[src/rtl/dma_trig_seq.sv]
module dma_trig_seq #(
  parameter int CNT_W   = 16,
  parameter int POW_W   = 4,
  parameter int MAX_POW = 10
) (
  input  logic             clk,
  input  logic             rst_n,
  input  logic             cfg_trig_en,
  input  logic             cfg_preq_en,
  input  logic             cfg_pol_hi,
  input  logic             cfg_level,
  input  logic             cfg_burst,
  input  logic [POW_W-1:0] cfg_bpow,
  input  logic             trig_in,
  input  logic             preq,
  input  logic             sw_start,
  output logic             xfer_req,
  input  logic             xfer_done,
  output logic             burst_done,
  output logic [CNT_W-1:0] xfer_count
);
  localparam int LEN_W = MAX_POW + 1;

  logic [2:0]       sync_q;
  logic             run_q, req_q, pend_q, bdone_q;
  logic [LEN_W-1:0] rem_q;
  logic [CNT_W-1:0] cnt_q;

  // trigger conditioning
  always_ff @(posedge clk) begin
    if (!rst_n) sync_q <= '0;
    else        sync_q <= {sync_q[1:0], trig_in};
  end

  wire act_now = cfg_pol_hi ? sync_q[1] : ~sync_q[1];
  wire act_old = cfg_pol_hi ? sync_q[2] : ~sync_q[2];
  wire edge_ev = act_now & ~act_old;

  // run length
  wire [POW_W-1:0] pow_eff = (cfg_bpow > POW_W'(MAX_POW)) ? POW_W'(MAX_POW) : cfg_bpow;
  wire [LEN_W-1:0] run_len = cfg_burst ? (LEN_W'(1) << pow_eff) : LEN_W'(1);

  wire launch = cfg_trig_en ? (cfg_level ? act_now : (edge_ev | pend_q))
                            : (cfg_preq_en | sw_start);
  wire gate   = ~cfg_preq_en | preq;
  wire last   = (rem_q == LEN_W'(1));

  always_ff @(posedge clk) begin
    if (!rst_n) begin
      run_q   <= 1'b0;
      req_q   <= 1'b0;
      pend_q  <= 1'b0;
      bdone_q <= 1'b0;
      rem_q   <= '0;
      cnt_q   <= '0;
    end else begin
      bdone_q <= 1'b0;
      if (!cfg_trig_en || cfg_level) pend_q <= 1'b0;
      if (!run_q) begin
        if (launch) begin
          run_q  <= 1'b1;
          rem_q  <= run_len;
          pend_q <= 1'b0;
        end
      end else begin
        if (cfg_trig_en && !cfg_level && edge_ev) pend_q <= 1'b1;
        if (!req_q) begin
          if (gate) req_q <= 1'b1;
        end else if (xfer_done) begin
          req_q <= 1'b0;
          cnt_q <= cnt_q + CNT_W'(1);
          rem_q <= rem_q - LEN_W'(1);
          if (last) begin
            run_q   <= 1'b0;
            bdone_q <= 1'b1;
          end
        end
      end
    end
  end

  assign xfer_req   = req_q;
  assign burst_done = bdone_q;
  assign xfer_count = cnt_q;

  a_r2_req_hold: assert property (@(posedge clk) disable iff (!rst_n)
    xfer_req && !xfer_done |=> xfer_req);

  a_r2_count_step: assert property (@(posedge clk) disable iff (!rst_n)
    xfer_req && xfer_done |=> xfer_count == $past(xfer_count) + CNT_W'(1));

  a_r2_count_still: assert property (@(posedge clk) disable iff (!rst_n)
    !(xfer_req && xfer_done) |=> $stable(xfer_count));

  a_r11_bdone_after_done: assert property (@(posedge clk) disable iff (!rst_n)
    burst_done |-> $past(xfer_done) && $past(xfer_req));

  a_r11_bdone_pulse: assert property (@(posedge clk) disable iff (!rst_n)
    burst_done |=> !burst_done);

  a_r9_paced: assert property (@(posedge clk) disable iff (!rst_n)
    $rose(xfer_req) && $past(cfg_preq_en) |-> $past(preq));
endmodule

[config.mk]
export PLATFORM = sky130hd
export DESIGN_NAME = dma_trig_seq
export DESIGN_NICKNAME = d
export VERILOG_FILES = /design/src/rtl/dma_trig_seq.sv
export SDC_FILE = /design/constraint.sdc
export NUM_CORES = 1
export LEC_CHECK = 0
export ABC_AREA = 1
export BUFFER_PORTS_ARGS = -buffer_cell sky130_fd_sc_hd__buf_2
export CAP_MARGIN = 10
export CORE_MARGIN = 5
export CORE_UTILIZATION = 45
export CTS_CLUSTER_DIAMETER = 60
export DETAILED_ROUTE_END_ITERATION = 10
export PLACE_DENSITY = 0.66
export SYNTH_ARGS = -nofsm -noshare
export SYNTH_HDL_FRONTEND = slang
export SYNTH_SLANG_ARGS = --single-unit
[constraint.sdc]
create_clock -name clk -period 2.2 [get_ports clk]
set_clock_uncertainty 0.15 [all_clocks]
set_input_delay 0.22 -clock clk [delete_from_list [all_inputs] [get_ports clk]]
set_output_delay 0.22 -clock clk [all_outputs]
set_load 0.02 [all_outputs]
**After elaboration in Yosys (flattened, before gate mapping)**

Cells that the tools add are included.

- Logic and storage cells: 54
- Input port bits: 15
- Flip-flop bits (word level): 34
- Output and inout port bits: 18

- Bitwise logic cells: 8
- Equal/unequal tests: 3
- Muxes and demuxes: 23
- Add/subtract/negate cells: 2
- Order comparisons: 1
- Shift operators: 1
- Reductions and logical operators: 9

Operators with widths:

| operator | number |
|---|---|
| 2-to-1 mux 11 bit | 5 |
| 2-to-1 mux 1 bit | 17 |
| adder 16 x 1 -> 16 bit (second input constant) | 1 |
| == test 11 x 1 -> 1 bit (second input constant) | 1 |
| left shift 1 x 4 -> 11 bit (first input constant) | 1 |
| subtractor 11 x 1 -> 11 bit (second input constant) | 1 |
| AND reduction 3 bit | 2 |
| greater-than comparator 4 bit (second input constant) | 1 |
| 2-to-1 mux 4 bit | 1 |
| inverter 1 bit | 4 |
| AND reduction 4 bit | 1 |
| OR 1 bit | 3 |
| logical AND 1 bit | 2 |
| logical NOT 1 bit | 2 |
| inequality test 2 x 1 -> 1 bit (second input constant) | 1 |
| inequality test 2 bit (second input constant) | 1 |
| nonzero test 2 bit | 1 |
| bitwise AND 1 bit | 1 |
| logical OR 1 bit | 1 |

**Logic depth before layout (Yosys ltp)**

Gate-level depths: netlist of the first run.

- Depth in word-level cells: 9
- Gate-level depth with buffers: 10
- Mapped depth without buffers: 10

**Worst setup path before layout of the first run**

No wires, ideal clock.

- Kind: register to register
- Start: register cnt_q[1], in the netlist xfer_count[1]
- End: register cnt_q[12], in the netlist xfer_count[12]
- Stages on the path, launching flop included: 9
- Setup time: 0.120 ns
- Setup slack: 0.612 ns
- Arrival time: 1.317 ns
- Cells stage by stage: dfxtp_1 -> ha_1 -> inv_1 -> nor2_4 -> nand3b_4 -> nor2_4 -> nand2_1 -> o21ai_0 -> a21oi_1

- Longest elaborated chain between the ends: 1

RTL lines:

| element | RTL line | RTL |
|---|---|---|
| start: declaration | 27 | `logic [CNT_W-1:0] cnt_q;` |
| start signal: assignment | 71 | `cnt_q <= cnt_q + CNT_W'(1);` |
| adder 16 x 1 -> 16 bit | 71 |  |

No other way between the ends.
A chain may end at the register's enable or synchronous reset.

**Worst setup path in the final report of the first run**

- Start: register rem_q[0]
- End: register rem_q[10]

- Longest elaborated chain between the ends: 4

RTL lines:

| element | RTL line | RTL |
|---|---|---|
| start: declaration | 26 | `logic [LEN_W-1:0] rem_q;` |
| start signal: assignment | 62 | `rem_q <= run_len;` |
| start signal: assignment | 72 | `rem_q <= rem_q - LEN_W'(1);` |
| subtractor 11 x 1 -> 11 bit | 72 |  |
| 2-to-1 mux 11 bit | 69 | `end else if (xfer_done) begin` |
| 2-to-1 mux 11 bit | 67 | `if (!req_q) begin` |
| 2-to-1 mux 11 bit | 59 | `if (!run_q) begin` |

No other way between the ends. The select of a mux whose other input is x is not followed.

==> metrics, run 1 <==
outcome complete, no violations; sequential fraction of the synthesis area 33.5%; Placer Congestion 0.854; number of hold violations in the final report 0; Cell Rows 24; CTS Buffer Depth 2; EDFF count, synth 0; fin area 2320 µm²; largest area contributor in the netlist dfxtp_1; Storage cell area 681 µm²; drt via density 4.96; final setup fails 0; Starting DRT DRC Count 84; WL final 4680 µm; CP required 2230 ps; vias in the first global route 1906; ANT nets after route 0; drt first pass iters 4; CTS buffer count 5; Die Footprint 5950 µm²; Netlist cell types 30; fraction of layout cells with a size suffix above 1 16.5%; dpl ws 475 ps; minimum hold slack 141 ps; Max-cap violations 0; Tmin final 1780 ps; Pwr Density 618 nW/µm²; Critical Path Fanout Max 5; total gr overflow 0; number of synthesized register bits 34; Max-slew headroom 77.7%; Yosys top cell area share 33.5%; top cells by area, synth dfxtp_1 34%, nand2_1 15%, nor2_1 8.3%; worst slew pin tran 334 ps; htree depth 2; critical path class flop to flop; most common cell after layout, fill and taps aside nand2_1; crit path capture type flop; Final WS setup 417 ps; cell area after synthesis 2030 µm²; most frequent cells in the layout 80 x nand2_1, 45 x nor2_1, 39 x inv_1, 34 x dfxtp_1, 32 x buf_2; # DRC 0; # clock sinks 34; min-delay worst type primary input to flop; Layout Nets 371; initial core utilization 46.6%; number of pins with negative max-slew slack in the final report 0; synth warn 0; Area Growth Syn to Fin 14.4%; width of the die 77.2 µm; area of the core 4350 µm²; via count 2004; Power Total 0.00144 W; worst skew pair latency 280 ps; reg2reg setup slack 420 ps; first-pass GRT wire length 8130 µm; Synth Net Count 336; # IOs 33; initial antenna violation count 0; total negative slack 0 ps; port buffer count 32; LEAKAGE 1.10 nW; Clk pin slew, worst setup/hold paths 60 ps; Clock Root Buffer clkbuf_8; Synth Flop Type dfxtp_1; Avg Cell Area, Syn 6.38 µm²; fillers 451; VDD IR max 0.403 mV; Startpoint Class flop; Diodes inserted 0; largest net degree at the start of global routing 24; area of the multi-input gates 1150 µm²; setup repair bufs after CTS 0; DP Area 2230 µm²; routed len/inst 11.6 µm; FMAX 561 MHz; cells after synthesis 318; DP HPWL 3660 µm; final worst path period share 81.1%; gr usage total 16.3%; Async S/R FF share, synth 0%; CTS tree done; RSZ-0062 raised after global routing false; Die H 77.2 µm; CP arrival 1810 ps
state kept, by name (all words and copies together) (netlist names):
name,cells
pend_q,1
xfer_count,16
run_q,1
sync_q,3
xfer_req,1
rem_q,11
burst_done,1
worst paths after layout:
| kind | startpoint | endpoint | depth (start not counted) |
|---|---|---|---|
| worst min register to register | sync_q[0] | sync_q[1] | 2 |
| worst min-delay path | rst_n | sync_q[0] | 3 |
| worst max-delay path | rem_q[0] | rem_q[10] | 9 |
| worst max register to register | rem_q[0] | rem_q[10] | 9 |
through the flow:
step,cells,util (%)
6_report,404,53.3
5_1_grt,404,53.3
4_1_cts,404,53.3
3_5_place_dp,397,51.2
3_3_place_gp,397,51.2
2_1_floorplan,318,-
cell type report:
cell class,instances,share of cell area [%]
Multi-Input combinational cell,236,49.6
Sequential cell,34,29.3
Timing Repair Buffer,35,7.97
Inverter,41,6.73
Clock buffer,6,3.56
Tap cell,52,2.80
Yosys cell counts (2+ instances only):
| master | instances |
|---|---|
| nand2_1 | 80 |
| nor2_1 | 45 |
| inv_1 | 39 |
| dfxtp_1 | 34 |
| a21oi_1 | 27 |
| nand3_1 | 22 |
| o21ai_0 | 19 |
| nor3_1 | 8 |
| nand4_1 | 5 |
| nand2_2 | 4 |
| nor2_4 | 4 |
| clkbuf_1 | 3 |
| ha_1 | 3 |
| nor2_2 | 3 |
| xor2_1 | 3 |
| buf_2 | 2 |
| nand3_2 | 2 |
| nand3b_1 | 2 |
| o21ai_1 | 2 |
layer usage:
metal  up-vias  part of all wire, %  GRT usage, %
li1       1082                    -             -
met1       863                   45          19.0
met2        50                   48          28.4
met3         9                  4.7          3.86
met4         0                  2.4          6.36
met5         -                    0             0
timing repair:
action                                 CTS  global route
resized for setup                        0             0
endpoints found under the hold margin    1             0
hold buffers                             1             0
kinds of logic after synthesis:
group	synth area share, %
AO/OA/AOI/OAI	13.0
XOR/XNOR	1.29
adder cells (fa/ha/maj)	1.85
buffers and inverters	9.68
flip-flops	33.5
AND/OR/NAND/NOR	40.6
power breakdown:
part / switching (W) / internal (W)
combinational: 0.000197 / 0.000110
clock: 0.000211 / 0.000241
sequential: 0.0000299 / 0.000647
critical path, stage by stage, from the launching register on:
cell and delay [ps]:
dfxtp_1 360, inv_1 170, ha_1 250, nand2_1 140
nor2_1 220, nand3_1 100, nand2_1 70, o21ai_1 50
nor2_1 120, nor2_1 50
Note: power is estimated with default switching activity, not from simulation.
==> inputs of run 2 (changes only) <==
==> constraint.sdc (replaced) <==
create_clock -name clk -period 1.7 [get_ports clk]
set_clock_uncertainty 0.15 [all_clocks]
set_input_delay 0.17 -clock clk [delete_from_list [all_inputs] [get_ports clk]]
set_output_delay 0.17 -clock clk [all_outputs]
set_load 0.02 [all_outputs]
==> run 2 against run 1 <==
Net effect:
- combinational power is 34% higher
- total power is 30% higher
- sequential share of layout area is 0.49 points lower
==> metrics, run 2 (synthesized netlist as in run 1, its figures left out) <==
total negative slack 0 ps (unchanged); crit-path cells ha_1, inv_1, nor2_4, nand3b_4, nor2_4, nand2_1, o21ai_0, a21oi_1; Endpoint, Worst Hold sync_q[1]; most common cell after layout, fill and taps aside nand2_1; reg2reg setup slack 120 ps (-290 ps); routed len/inst 11.8 µm (+2.0%); ANT nets after route 0 (unchanged); Clock Root Buffer clkbuf_8; number of pins with negative max-slew slack in the final report 0 (unchanged); LEAKAGE 1.12 nW (+1.8%); RSZ-0062 raised after global routing false; Max-cap violations 0 (unchanged); total gr overflow 0 (unchanged); fraction of layout cells with a size suffix above 1 19.0% (+2.5 points); Die H 77.2 µm (unchanged); met2 GRT Util 28.4% (unchanged); min-delay worst type primary input to flop; number of hold violations in the final report 0 (unchanged); Global Route met1 Usage 20.6% (+1.6 points); # clock sinks 34 (unchanged); width of the die 77.2 µm (unchanged); FMAX 635 MHz (+13%); Area Growth Syn to Fin 16.6%; area of the core 4350 µm² (unchanged); grt met3 use 4.33% (+0.47 points); initial core utilization 46.6% (unchanged); most frequent cells in the layout 79 x nand2_1, 44 x nor2_1, 38 x inv_1, 33 x dfxtp_1, 32 x buf_2; worst skew pair latency 280 ps (about the same); drt first pass iters 4 (unchanged); Die Footprint 5950 µm² (unchanged); dpl ws 64.8 ps (-410 ps); Starting DRT DRC Count 80 (-4.8%); DP Area 2270 µm² (+1.7%); WL final 4850 µm (+3.6%); Final WS setup 125 ps (-292 ps); via count 2036 (+1.6%); gr busiest metal met2; r2r endpoint xfer_count[12]; setup repair bufs after CTS 0 (unchanged); Critical Path Fanout Max 4 (-1); final setup fails 0 (unchanged); Reg2Reg Depth 8 (-1); Startpoint Class flop; gr usage total 16.9% (+0.62 points); # DRC 0 (unchanged); hold depth 3 (unchanged); first-pass GRT wire length 8370 µm (+3.0%); CP required 1730 ps (-500 ps); htree depth 2 (unchanged); fin area 2370 µm² (+1.9%); Diodes inserted 0 (unchanged); CP arrival 1600 ps (-210 ps); Worst Hold Launch rst_n; Pwr Density 790 nW/µm² (+28%); final worst path period share 92.7% (+12 points); initial antenna violation count 0 (unchanged); CTS Buffer Depth 2 (unchanged); max reg flops 16 (unchanged); largest net degree at the start of global routing 22 (-8.3%); Clk pin slew, worst setup/hold paths 70 ps (about the same); Tmin final 1580 ps (-208 ps); start point of the critical path xfer_count[0]; CTS tree done; port buffer count 32 (unchanged); worst-path cell with the longest stage delay dfxtp_1; CTS buffer count 5 (unchanged); Crit path max-delay family simple AND/OR/NAND/NOR gates; crit-path max cell delay 410 ps (+50 ps); # IOs 33 (unchanged); CP bufs+invs 1 (unchanged); worst slew pin tran 323 ps (-11.1 ps); outcome complete, no violations; Cell Rows 24 (unchanged); drt via density 4.97 (+0.11%); Layout Nets 376 (+1.3%); worst r2r src xfer_count[0]; crit path capture type flop; DP HPWL 3670 µm (+0.43%); Max-slew headroom 78.3% (+0.65 points); vias in the first global route 1908 (+0.10%); Placer Congestion 0.934 (+9.4%); most used cell along the critical path nor2_4; VDD IR max 0.428 mV (+6.2%); critical path class flop to flop
-- run 2: changes by cell type in the layout (fill, tap and decap cells not counted), sizes merged --
cell / change
clkbuf: +1
buf: +5
-- run 2: how the worst max path moves through the flow --
| stage | slack, ps | to | cells past startpoint |
|---|---|---|---|
| final | 120 | xfer_count[12] | 8 |
| after global routing | 3 | xfer_count[13] | 7 |
| after CTS | 70 | rem_q[8] | 9 |
| after detailed placement | 60 | rem_q[8] | 9 |
| after global placement | 120 | rem_q[8] | 9 |
| after floorplan | 110 | xfer_count[12] | 8 |
-- run 2: per-stage QoR --
stage / power (W) / hold slack [ps] / utilization, % / std cells
after detailed placement: 0.00129 / 208 / 52.1 / 402
after global placement: 0.00129 / 202 / 52.1 / 402
after CTS: 0.00186 / 88.5 / 54.1 / 410
after floorplan: 0.00119 / 118 / - / 318
final: 0.00187 / 87.5 / 54.3 / 410
after global routing: 0.00198 / 104 / 54.3 / 410
-- run 2: final cells by class --
class | instances | area [µm²]
clock buffer | 7 | 76.3
fill | 451 | 1990
inverter | 41 | 156
multi-input combinational | 236 | 1160
sequential | 34 | 682
tap | 52 | 65.1
timing repair buffer | 40 | 223
-- run 2: power breakdown --
group / leakage, nW / switching (W) / internal, W / total [W]
Clock: 0.0383 / 0.000298 / 0.000282 / 0.000581
Sequential: 0.278 / 0.0000391 / 0.000837 / 0.000876
Combinational: 0.807 / 0.000261 / 0.000151 / 0.000412
-- run 2: per-layer routing --
metal	up-vias	share of wire (%)
li1	1096	-
met1	894	47
met2	35	47
met3	11	3.8
met4	0	2.3
met5	-	0
-- run 2: timing repair --
action                                 4_1_cts  5_1_grt
gates resized for setup                      0        7
endpoints found under the hold margin        1        0
hold buffers                                 1        0
setup endpoints to repair                    0        7
-- run 2: worst register-to-register path: cells and delay by family (launching register included) --
kind	cells	cell delay (ps)
compound gates	2	220
flops	1	410
buf+inv	1	60
simple gates	4	440
fa+ha+maj	1	180
==> inputs of run 3 (changes only) <==
==> constraint.sdc (replaced) <==
create_clock -name clk -period 1.8 [get_ports clk]
set_clock_uncertainty 0.15 [all_clocks]
set_input_delay 0.18 -clock clk [delete_from_list [all_inputs] [get_ports clk]]
set_output_delay 0.18 -clock clk [all_outputs]
set_load 0.02 [all_outputs]
==> run 3 against run 2 <==
Net effect:
- wire length fell by 4.1%
- maximum frequency fell by 1.4%
- sequential power fell by 5.6%
- utilization fell by 0.37 points
- die area did not move
- sequential share of layout area rose by 0.20 points
==> metrics, run 3 (synthesized netlist as in run 1, its figures left out) <==
first-pass GRT wire length 8490 µm (+1.4%); Max-cap violations 0 (unchanged); Diodes inserted 0 (unchanged); Worst Hold Launch rst_n; Startpoint Class flop; vias in the first global route 1953 (+2.4%); LEAKAGE 1.12 nW (-0.57%); fillers 455 (+0.89%); number of hold violations in the final report 0 (unchanged); dpl ws 158 ps (+93.3 ps); most frequent cells in the layout 80 x nand2_1, 45 x nor2_1, 38 x inv_1, 33 x dfxtp_1, 32 x buf_2; initial core utilization 46.6% (unchanged); width of the die 77.2 µm (unchanged); port buffer count 32 (unchanged); DP HPWL 3620 µm (-1.6%); total negative slack 0 ps (unchanged); CTS Buffer Depth 2 (unchanged); crit path capture type flop; met2 GRT Util 29.5% (+1.2 points); Final WS setup 203 ps (+78.2 ps); largest net degree at the start of global routing 22 (unchanged); Storage cell area 682 µm² (unchanged); critical path class flop to flop; CP required 1830 ps (+100 ps); Cell Rows 24 (unchanged); r2r endpoint rem_q[8]; CTS tree done; drt first pass iters 4 (unchanged); total gr overflow 0 (unchanged); # DRC 0 (unchanged); Die Footprint 5950 µm² (unchanged); fraction of layout cells with a size suffix above 1 18.0% (-1.0 points); htree depth 2 (unchanged); worst skew pair latency 280 ps (about the same); worst slew pin tran 363 ps (+39.9 ps); number of pins with negative max-slew slack in the final report 0 (unchanged); max reg flops 16 (unchanged); area of the core 4350 µm² (unchanged); RSZ-0062 raised after global routing false; CTS buffer count 5 (unchanged); FMAX 626 MHz (-1.4%); Endpoint, Worst Hold sync_q[1]; min-delay worst type primary input to flop; CP arrival 1620 ps (+20 ps); # IOs 33 (unchanged); # clock sinks 34 (unchanged); Global Route met1 Usage 20.4% (-0.16 points); fin area 2350 µm² (-0.69%); WL final 4650 µm (-4.1%); VDD IR max 0.351 mV (-18%); via count 2037 (+0.049%); Die H 77.2 µm (unchanged); Pwr Density 759 nW/µm² (-3.9%); ANT nets after route 0 (unchanged); initial antenna violation count 0 (unchanged); Placer Congestion 0.880 (-5.8%); Clock Root Buffer clkbuf_8; gr busiest metal met2; minimum hold slack 83.5 ps (-4.04 ps); drt via density 4.99 (+0.54%); grt met3 use 3.98% (-0.35 points); Starting DRT DRC Count 96 (+20%); Critical Path Fanout Max 5 (+1); Tmin final 1600 ps (+21.8 ps); final setup fails 0 (unchanged); area of the multi-input gates 1150 µm² (-0.75%); final worst path period share 88.7% (-3.9 points); Area Growth Syn to Fin 15.8%; Clk pin slew, worst setup/hold paths 70 ps (about the same); outcome complete, no violations; Layout Nets 373 (-0.80%); hold depth 3 (unchanged); routed len/inst 11.4 µm (-3.6%); gr usage total 17.0% (+0.093 points); most common cell after layout, fill and taps aside nand2_1; reg2reg setup slack 200 ps (+80 ps); worst r2r src rem_q[0]; DP Area 2240 µm² (-0.99%); Max-slew headroom 75.6% (-2.7 points); Reg2Reg Depth 9 (+1)
[run 3: cell count changes in the layout (fill, tap and decap cells not counted), sizes merged]
cell,before,now
buf,39,36
clkinv,0,1
[run 3: worst max-delay path by stage]
stage | start | to | slack [ps] | cells past startpoint
2_1_floorplan | xfer_count[1] | xfer_count[12] | 210 | 8
3_3_place_gp | rem_q[0] | rem_q[10] | 220 | 9
3_5_place_dp | rem_q[0] | rem_q[8] | 160 | 9
4_1_cts | xfer_count[2] | xfer_count[9] | 140 | 7
5_1_grt | rem_q[0] | rem_q[4] | 30 | 10
6_report | rem_q[0] | rem_q[8] | 200 | 9
[run 3: layout make-up]
class	instances	share of cell area, %
Clock buffer	7	3.67
Clock inverter	1	0.213
Inverter	41	6.66
Multi-Input combinational cell	236	49.1
Sequential cell	34	29.0
Tap cell	52	2.77
Timing Repair Buffer	37	8.52
[run 3: critical path, stage by stage, from the launching register on]
cell and delay [ps]:
dfxtp_1 360, inv_2 100, ha_2 200, nand2_1 110
nor2_1 190, nand2_1 70, nand3_1 80, nand2_1 50
a21oi_1 120, nor2_1 60
[run 3: layer usage]
metal | wire length (µm) | part of all wire (%)
met1 | 2080 | 45
met2 | 2290 | 49
met3 | 217 | 4.7
met4 | 63 | 1.4
met5 | 0 | 0
[run 3: stage by stage]
step	std cells	total power, W	util, %
after floorplan	318	0.00112	-
after CTS	408	0.00181	53.9
after global routing	408	0.00192	54.0
after global placement	399	0.00121	51.6
final	408	0.00178	54.0
after detailed placement	399	0.00122	51.6
[run 3: what timing repair did]
| action | CTS | global route |
|---|---|---|
| hold endpoints to repair | 1 | 0 |
| setup buffers | 0 | 0 |
| gates resized for setup | 0 | 3 |
| hold buffers | 1 | 0 |
| setup endpoints to repair | 0 | 3 |
[run 3: power by group]
| group | switching (W) | internal (W) | leakage (nW) |
|---|---|---|---|
| clock network | 0.000271 | 0.000308 | 0.0482 |
| registers | 0.0000369 | 0.000790 | 0.278 |
| logic | 0.000237 | 0.000140 | 0.790 |
| total | 0.000545 | 0.00124 | 1.12 |
